### src/rtl/twt_pkg.sv
package twt_pkg;
  localparam int BYTE_W = 8;
  localparam int ADDR_W = 7;
  localparam logic [3:0] ADDR_PREFIX = 4'b0101;

  typedef enum logic [2:0] {
    ST_IDLE,
    ST_ADDR,
    ST_DATA,
    ST_ACK_WAIT,
    ST_ACK_DRIVE,
    ST_SKIP
  } rx_state_t;
endpackage

### src/rtl/twt_line_filter.sv
module twt_line_filter #(
  parameter int FILT_LEN = 7,
  localparam int CW = $clog2(FILT_LEN + 1)
) (
  input  logic clk,
  input  logic rst_n,
  input  logic line_i,
  output logic line_f
);
  logic [1:0]    sync_q;
  logic [CW-1:0] cnt_q;

  // two-stage synchroniser, idle level high
  always_ff @(posedge clk or negedge rst_n) begin
    if (!rst_n) sync_q <= 2'b11;
    else        sync_q <= {sync_q[0], line_i};
  end

  // a new level is taken only after it has stayed FILT_LEN samples
  always_ff @(posedge clk or negedge rst_n) begin
    if (!rst_n) begin
      line_f <= 1'b1;
      cnt_q  <= '0;
    end else if (sync_q[1] != line_f) begin
      if (cnt_q == CW'(FILT_LEN - 1)) begin
        line_f <= sync_q[1];
        cnt_q  <= '0;
      end else begin
        cnt_q <= cnt_q + 1'b1;
      end
    end else begin
      cnt_q <= '0;
    end
  end
endmodule

### src/rtl/twt_bus_events.sv
module twt_bus_events (
  input  logic clk,
  input  logic rst_n,
  input  logic scl_f,
  input  logic sda_f,
  output logic start_evt,
  output logic stop_evt,
  output logic scl_rise,
  output logic scl_fall
);
  logic scl_q, sda_q;

  always_ff @(posedge clk or negedge rst_n) begin
    if (!rst_n) begin
      scl_q <= 1'b1;
      sda_q <= 1'b1;
    end else begin
      scl_q <= scl_f;
      sda_q <= sda_f;
    end
  end

  always_comb begin
    start_evt = scl_q & scl_f & sda_q & ~sda_f;
    stop_evt  = scl_q & scl_f & ~sda_q & sda_f;
    scl_rise  = ~scl_q & scl_f;
    scl_fall  = scl_q & ~scl_f;
  end
endmodule

### src/rtl/twt_rx_ctrl.sv
module twt_rx_ctrl
  import twt_pkg::*;
#(
  parameter int FOUR_TGT = 1,
  localparam int PIN_W = (FOUR_TGT != 0) ? 2 : 3
) (
  input  logic              clk,
  input  logic              rst_n,
  input  logic [PIN_W-1:0]  addr_pins,
  input  logic              sda_f,
  input  logic              start_evt,
  input  logic              stop_evt,
  input  logic              scl_rise,
  input  logic              scl_fall,
  input  logic              hold_free,
  output logic              load_req,
  output logic [BYTE_W-1:0] load_byte,
  output logic              sda_oe
);
  logic [ADDR_W-1:0] own_addr;
  rx_state_t         state_q;
  logic [2:0]        bit_q;
  logic [BYTE_W-2:0] shift_q;
  logic              last_bit;
  logic [BYTE_W-1:0] full_byte;
  logic              addr_hit;

  generate
    if (FOUR_TGT != 0) begin : g_four
      assign own_addr = {ADDR_PREFIX, 1'b0, addr_pins};
    end else begin : g_eight
      assign own_addr = {ADDR_PREFIX, addr_pins};
    end
  endgenerate

  always_comb begin
    full_byte = {shift_q, sda_f};
    last_bit  = scl_rise && (bit_q == 3'd7);
    addr_hit  = (full_byte[BYTE_W-1:1] == own_addr) && !full_byte[0];
    load_req  = (state_q == ST_DATA) && last_bit && hold_free;
    load_byte = full_byte;
  end

  always_ff @(posedge clk or negedge rst_n) begin
    if (!rst_n) begin
      state_q <= ST_IDLE;
      bit_q   <= '0;
      shift_q <= '0;
      sda_oe  <= 1'b0;
    end else if (start_evt) begin
      state_q <= ST_ADDR;
      bit_q   <= '0;
      sda_oe  <= 1'b0;
    end else if (stop_evt) begin
      state_q <= ST_IDLE;
      bit_q   <= '0;
      sda_oe  <= 1'b0;
    end else begin
      unique case (state_q)
        ST_ADDR, ST_DATA: begin
          if (scl_rise) begin
            shift_q <= full_byte[BYTE_W-2:0];
            bit_q   <= bit_q + 1'b1;
          end
          if (last_bit) begin
            if (state_q == ST_ADDR)
              state_q <= addr_hit ? ST_ACK_WAIT : ST_SKIP;
            else
              state_q <= hold_free ? ST_ACK_WAIT : ST_SKIP;
          end
        end
        ST_ACK_WAIT: begin
          if (scl_fall) begin
            sda_oe  <= 1'b1;
            state_q <= ST_ACK_DRIVE;
          end
        end
        ST_ACK_DRIVE: begin
          if (scl_fall) begin
            sda_oe  <= 1'b0;
            bit_q   <= '0;
            state_q <= ST_DATA;
          end
        end
        default: ;
      endcase
    end
  end
endmodule

### src/rtl/twt_hold_reg.sv
module twt_hold_reg
  import twt_pkg::*;
(
  input  logic              clk,
  input  logic              rst_n,
  input  logic              load_req,
  input  logic [BYTE_W-1:0] load_byte,
  input  logic              dat_ready,
  output logic              hold_free,
  output logic [BYTE_W-1:0] dat_byte,
  output logic              dat_valid
);
  assign hold_free = !dat_valid || dat_ready;

  always_ff @(posedge clk or negedge rst_n) begin
    if (!rst_n) begin
      dat_valid <= 1'b0;
      dat_byte  <= '0;
    end else if (load_req) begin
      dat_valid <= 1'b1;
      dat_byte  <= load_byte;
    end else if (dat_ready) begin
      dat_valid <= 1'b0;
    end
  end
endmodule

### src/rtl/twowire_wr_target.sv
module twowire_wr_target
  import twt_pkg::*;
#(
  parameter int FOUR_TGT = 1,
  parameter int FILT_LEN = 7,
  localparam int PIN_W = (FOUR_TGT != 0) ? 2 : 3
) (
  input  logic              clk,
  input  logic              rst_n,
  input  logic              scl_i,
  input  logic              sda_i,
  input  logic [PIN_W-1:0]  addr_pins,
  output logic              sda_oe,
  output logic [BYTE_W-1:0] dat_byte,
  output logic              dat_valid,
  input  logic              dat_ready,
  output logic              start_pulse,
  output logic              stop_pulse
);
  logic [1:0] raw_lines, filt_lines;
  logic scl_f, sda_f;
  logic start_evt, stop_evt, scl_rise, scl_fall;
  logic hold_free, load_req;
  logic [BYTE_W-1:0] load_byte;

  assign raw_lines = {scl_i, sda_i};

  generate
    for (genvar i = 0; i < 2; i++) begin : g_line
      twt_line_filter #(.FILT_LEN(FILT_LEN)) u_filt (
        .clk    (clk),
        .rst_n  (rst_n),
        .line_i (raw_lines[i]),
        .line_f (filt_lines[i])
      );
    end
  endgenerate

  assign scl_f = filt_lines[1];
  assign sda_f = filt_lines[0];

  twt_bus_events u_evt (
    .clk       (clk),
    .rst_n     (rst_n),
    .scl_f     (scl_f),
    .sda_f     (sda_f),
    .start_evt (start_evt),
    .stop_evt  (stop_evt),
    .scl_rise  (scl_rise),
    .scl_fall  (scl_fall)
  );

  twt_rx_ctrl #(.FOUR_TGT(FOUR_TGT)) u_ctrl (
    .clk       (clk),
    .rst_n     (rst_n),
    .addr_pins (addr_pins),
    .sda_f     (sda_f),
    .start_evt (start_evt),
    .stop_evt  (stop_evt),
    .scl_rise  (scl_rise),
    .scl_fall  (scl_fall),
    .hold_free (hold_free),
    .load_req  (load_req),
    .load_byte (load_byte),
    .sda_oe    (sda_oe)
  );

  twt_hold_reg u_hold (
    .clk       (clk),
    .rst_n     (rst_n),
    .load_req  (load_req),
    .load_byte (load_byte),
    .dat_ready (dat_ready),
    .hold_free (hold_free),
    .dat_byte  (dat_byte),
    .dat_valid (dat_valid)
  );

  assign start_pulse = start_evt;
  assign stop_pulse  = stop_evt;
endmodule

### config.mk
export PLATFORM = sky130hd
export DESIGN_NAME = twowire_wr_target
export DESIGN_NICKNAME = d
export VERILOG_FILES = /design/src/rtl/twt_pkg.sv /design/src/rtl/twt_line_filter.sv /design/src/rtl/twt_bus_events.sv /design/src/rtl/twt_rx_ctrl.sv /design/src/rtl/twt_hold_reg.sv /design/src/rtl/twowire_wr_target.sv
export SDC_FILE = /design/constraint.sdc
export NUM_CORES = 1
export LEC_CHECK = 0
export BUFFER_PORTS_ARGS = -buffer_cell sky130_fd_sc_hd__buf_4
export CAP_MARGIN = 5
export CELL_PAD_IN_SITES_DETAIL_PLACEMENT = 0
export CELL_PAD_IN_SITES_GLOBAL_PLACEMENT = 1
export CORE_UTILIZATION = 50
export DETAILED_ROUTE_END_ITERATION = 8
export GPL_TIMING_DRIVEN = 0
export PLACE_DENSITY_LB_ADDON = 0.1
export SETUP_SLACK_MARGIN = 0.05
export SLEW_MARGIN = 20
export SYNTH_ARGS = -nofsm -noshare
export SYNTH_HDL_FRONTEND = slang
export SYNTH_SLANG_ARGS = --single-unit
### constraint.sdc
create_clock -name clk -period 3.8 [get_ports clk]
set_input_delay 0.19 -clock clk [delete_from_list [all_inputs] [get_ports clk]]
set_output_delay 0.19 -clock clk [all_outputs]
set_load 0.03 [all_outputs]
==> flow_metrics.tcl <==
set metrics [dict create \
    dieArea_um2 3710 \
    io_pins 19 \
    worst-slew-pin-transition_ns 0.452 \
    detail_route.wl_per_cell_um 12.6 \
    cts_root_buffer "clkbuf_4" \
    clockPowerShare_pct 27.5 \
    die_height_um 60.9 \
    routed-via-count 1074 \
    count_of_flip_flops_with_a_built_in_enable_after_synthesis 0 \
    grt_antenna_before_repair 0 \
    critPathMaxStageDelay_ns 0.54 \
    timing.final.crit_share_pct 48.2 \
    leakage_power_nw 0.980 \
    area_inside_the_core_boundary_um2 3340 \
    crit_slowest_cell "dfstp_2" \
    outcome "finished, final reports clean" \
    drive_above_1_share_pct 41.1 \
    syn-cell-area_um2 1740 \
    grt_overflow 0 \
    holdCritStartpoint "dat_ready" \
    hold-path-endpoint "u_hold.dat_valid$_DFFE_PN0P_" \
    postCtsHoldBufs 3 \
    design.final.nets 171 \
    worstReg2RegEnd "u_hold.dat_byte[5]$_DFFE_PN0P_" \
    clock_tree_from_tritoncts "yes" \
    die_x_um 60.9 \
    synthesis.nets 143 \
    start_kind "flip-flop" \
    timing_max_transition_violations_final 0 \
    timing.reg2reg.setup_slack_ns 1.97 \
    hold_depth 3 \
    htree_levels 2 \
    max-cap-violations 0 \
    postLayoutCoreUtil_pct 61.2 \
    finalWirelength_um 2640 \
    worst_ep_required_time_ns 4.02 \
    route.detailed.drc 0 \
    ys_ff_latch 37 \
    netlist_instances 134 \
    avgSynthCellArea_um2 13.0 \
    fin_hold_ws_ns 0.133 \
    comb_power_share_pct 23.1 \
    vdd_ir_drop_max_mv 0.275 \
    gpl.final_weighted_congestion 0.730 \
    final_hold_viol_count 0 \
    worstSetupEndpointType "flip-flop" \
    setup-tns-final_ns 0 \
    power.switching_fraction_pct 28.0 \
    cp_cell_sequence "buf_4 > and2b_4 > nor2b_4 > nand4b_4 > nor2_8 > mux2_2" \
    criticalPathCategory "flip-flop to flip-flop" \
    start_util_pct 52.0 \
    worst_clock_skew_ns 0.00800 \
    report.final.setup_viol 0 \
    yosys_most_used_dff "dfrtp_1" \
    setup_repair_after_global_routing_missed_its_margin "no" \
    p_int_mw 0.725 \
    finalWorstPathRequiredPeriod_ns 1.83 \
    clock_sinks 37 \
    ant_nets 0 \
    max_freq_ghz 0.547 \
    drt_first_pass_iters 4 \
    fp-row-count 21 \
    synthesis.yosys.warnings 0 \
    power_density_nw_per_um2 493 \
    antenna-diode-count 0 \
    drt_iter0_drc 53 \
    postCtsSetupBuffers 0 \
    detail_route.vias_per_cell 5.14 \
    numCtsBuffers 5 \
    cts-resized-gates 0 \
    synth-async-reset-ratio_pct 100 \
    grt_pass1_vias 993 \
    clock_transition_at_path_regs_ns 0.11 \
    arrival_ns 2.05 \
    largest_net_degree_at_the_start_of_global_routing 38 \
    p_seq_share_pct 49.4 \
    syn2layout_area_growth_pct 17.7 \
    net-switching-power_mw 0.282 \
    max-clock-path-buffers 2 \
    worstReg2RegStart "g_line[1].u_filt.line_f$_DFFE_PN1P_" \
    clk-insertion-delay-late_ns 0.33 \
    grt_use_total_pct 16.8 \
    hold_class "input pin to flip-flop" \
    grt_pass1_wl_um 4380 \
    portion_of_the_post_synthesis_area_used_by_sequential_elements_pct 53.9 \
    crit_fanout 8 \
    slew_limit_headroom_pct 69.9 \
    synth_cell_type_count 44 \
    r2r_cells 6 \
    numPortBuffers 18 \
    hpwlAfterDp_um 1900 \
]
## critical path: cells and delay by family (launching register included)
family	cells	cell delay, ns
buf+inv	1	0.14
simple gates	4	0.69
mux	1	0.35
flops	1	0.54
## how the worst max path moves through the flow
stage / from / end / slack [ns] / cells past startpoint
final: g_line[1].u_filt.line_f$_DFFE_PN1P_ / u_hold.dat_byte[5]$_DFFE_PN0P_ / 1.97 / 6
after global routing: g_line[1].u_filt.line_f$_DFFE_PN1P_ / u_hold.dat_byte[5]$_DFFE_PN0P_ / 1.91 / 6
after CTS: g_line[1].u_filt.line_f$_DFFE_PN1P_ / u_hold.dat_byte[5]$_DFFE_PN0P_ / 1.95 / 6
after detailed placement: g_line[1].u_filt.line_f$_DFFE_PN1P_ / u_hold.dat_byte[5]$_DFFE_PN0P_ / 1.97 / 6
after global placement: g_line[1].u_filt.line_f$_DFFE_PN1P_ / u_hold.dat_byte[1]$_DFFE_PN0P_ / 2.00 / 6
after floorplan: g_line[1].u_filt.line_f$_DFFE_PN1P_ / u_hold.dat_byte[0]$_DFFE_PN0P_ / 2.08 / 6
## cells by family (layout without fill, tap and decap cells)
| kind of cell | Yosys count | in the layout | share of synthesized area [%] |
|---|---|---|---|
| and+or+nand+nor | 44 | 44 | 16.6 |
| DFF | 37 | 37 | 53.9 |
| muxes | 20 | 20 | 13.0 |
| AOI/OAI and AO/OA | 17 | 17 | 8.08 |
| buffers and inverters | 8 | 37 | 3.46 |
| xor gates and xnor gates | 6 | 6 | 3.46 |
| adders and majority gates | 2 | 2 | 1.44 |
## stage by stage
stage	instances	setup WS [ns]	area (um2)	total power, mW
after floorplan	134	2.08	1740	0.684
after global placement	198	2.00	1930	0.727
after detailed placement	198	1.97	1930	0.739
after CTS	209	1.95	2040	1.02
after global routing	209	1.91	2040	1.07
final	209	1.97	2040	1.01
## cell usage after synthesis, types with 2 or more instances
cell type	number	area, um2
mux2i_1	2	20.0
and4b_1	2	20.0
inv_1	3	11.3
nor2_1	11	41.3
dfrtp_1	29	726
nor3b_1	2	15.0
buf_4	2	15.0
mux2_2	17	191
nand2b_1	3	18.8
a21oi_1	4	20.0
buf_6	3	33.8
and2_1	2	12.5
xnor2_1	4	35.0
dfstp_2	8	210
nand2_1	8	30.0
ha_1	2	25.0
o21ai_0	3	15.0
nand3_1	2	10.0
nand3b_1	2	15.0
## power groups by stage
| stage | logic (mW) | clock network (mW) | registers (mW) |
|---|---|---|---|
| global route | 0.262 | 0.300 | 0.506 |
| floorplan | 0.182 | 0 | 0.502 |
| finish | 0.232 | 0.277 | 0.498 |
| CTS | 0.236 | 0.288 | 0.498 |
| global placement | 0.225 | 0 | 0.502 |
| detailed placement | 0.233 | 0 | 0.506 |
## metal layers
metal,wire length (um),global-route usage [%]
met3,99,5.76
met1,1260,21.8
met4,53,6.82
met5,0,0
met2,1220,25.9
## registers in the layout, indices dropped and copies added (netlist names)
name	count
g_line.u_filt.sync_q	4
u_evt.scl_q	1
u_hold.dat_byte	8
u_ctrl.state_q	3
g_line.u_filt.line_f	2
u_evt.sda_q	1
u_ctrl.bit_q	3
g_line.u_filt.cnt_q	6
u_ctrl.sda_oe	1
u_ctrl.shift_q	7
u_hold.dat_valid	1
## area by class of cell
class | count | area, um2
buffer | 5 | 48.8
clock buffer | 7 | 55.1
clock inverter | 1 | 30.0
fill | 276 | 1290
inverter | 3 | 11.3
multi-input combinational | 89 | 739
sequential | 37 | 936
tap | 46 | 57.6
timing repair buffer | 21 | 165
## cells in the final DEF (no fill, tap or decap), types with 2 or more instances in the layout
cell           netlist  layout
nor3b_1              2       2
nand2_1              8       8
dfrtp_1             29      29
ha_1                 2       2
buf_4                2      20
dfstp_2              8       8
inv_1                3       3
nand3_1              2       2
clkbuf_4             0       5
xnor2_1              4       4
buf_6                3       3
nor2_1              11      11
and2_1               2       2
mux2_2              17      17
nand2b_1             3       3
and4b_1              2       2
dlygate4sd3_1        0       3
a21oi_1              4       4
nand3b_1             2       2
o21ai_0              3       3
mux2i_1              2       2
(Power assumes the default switching activity.)
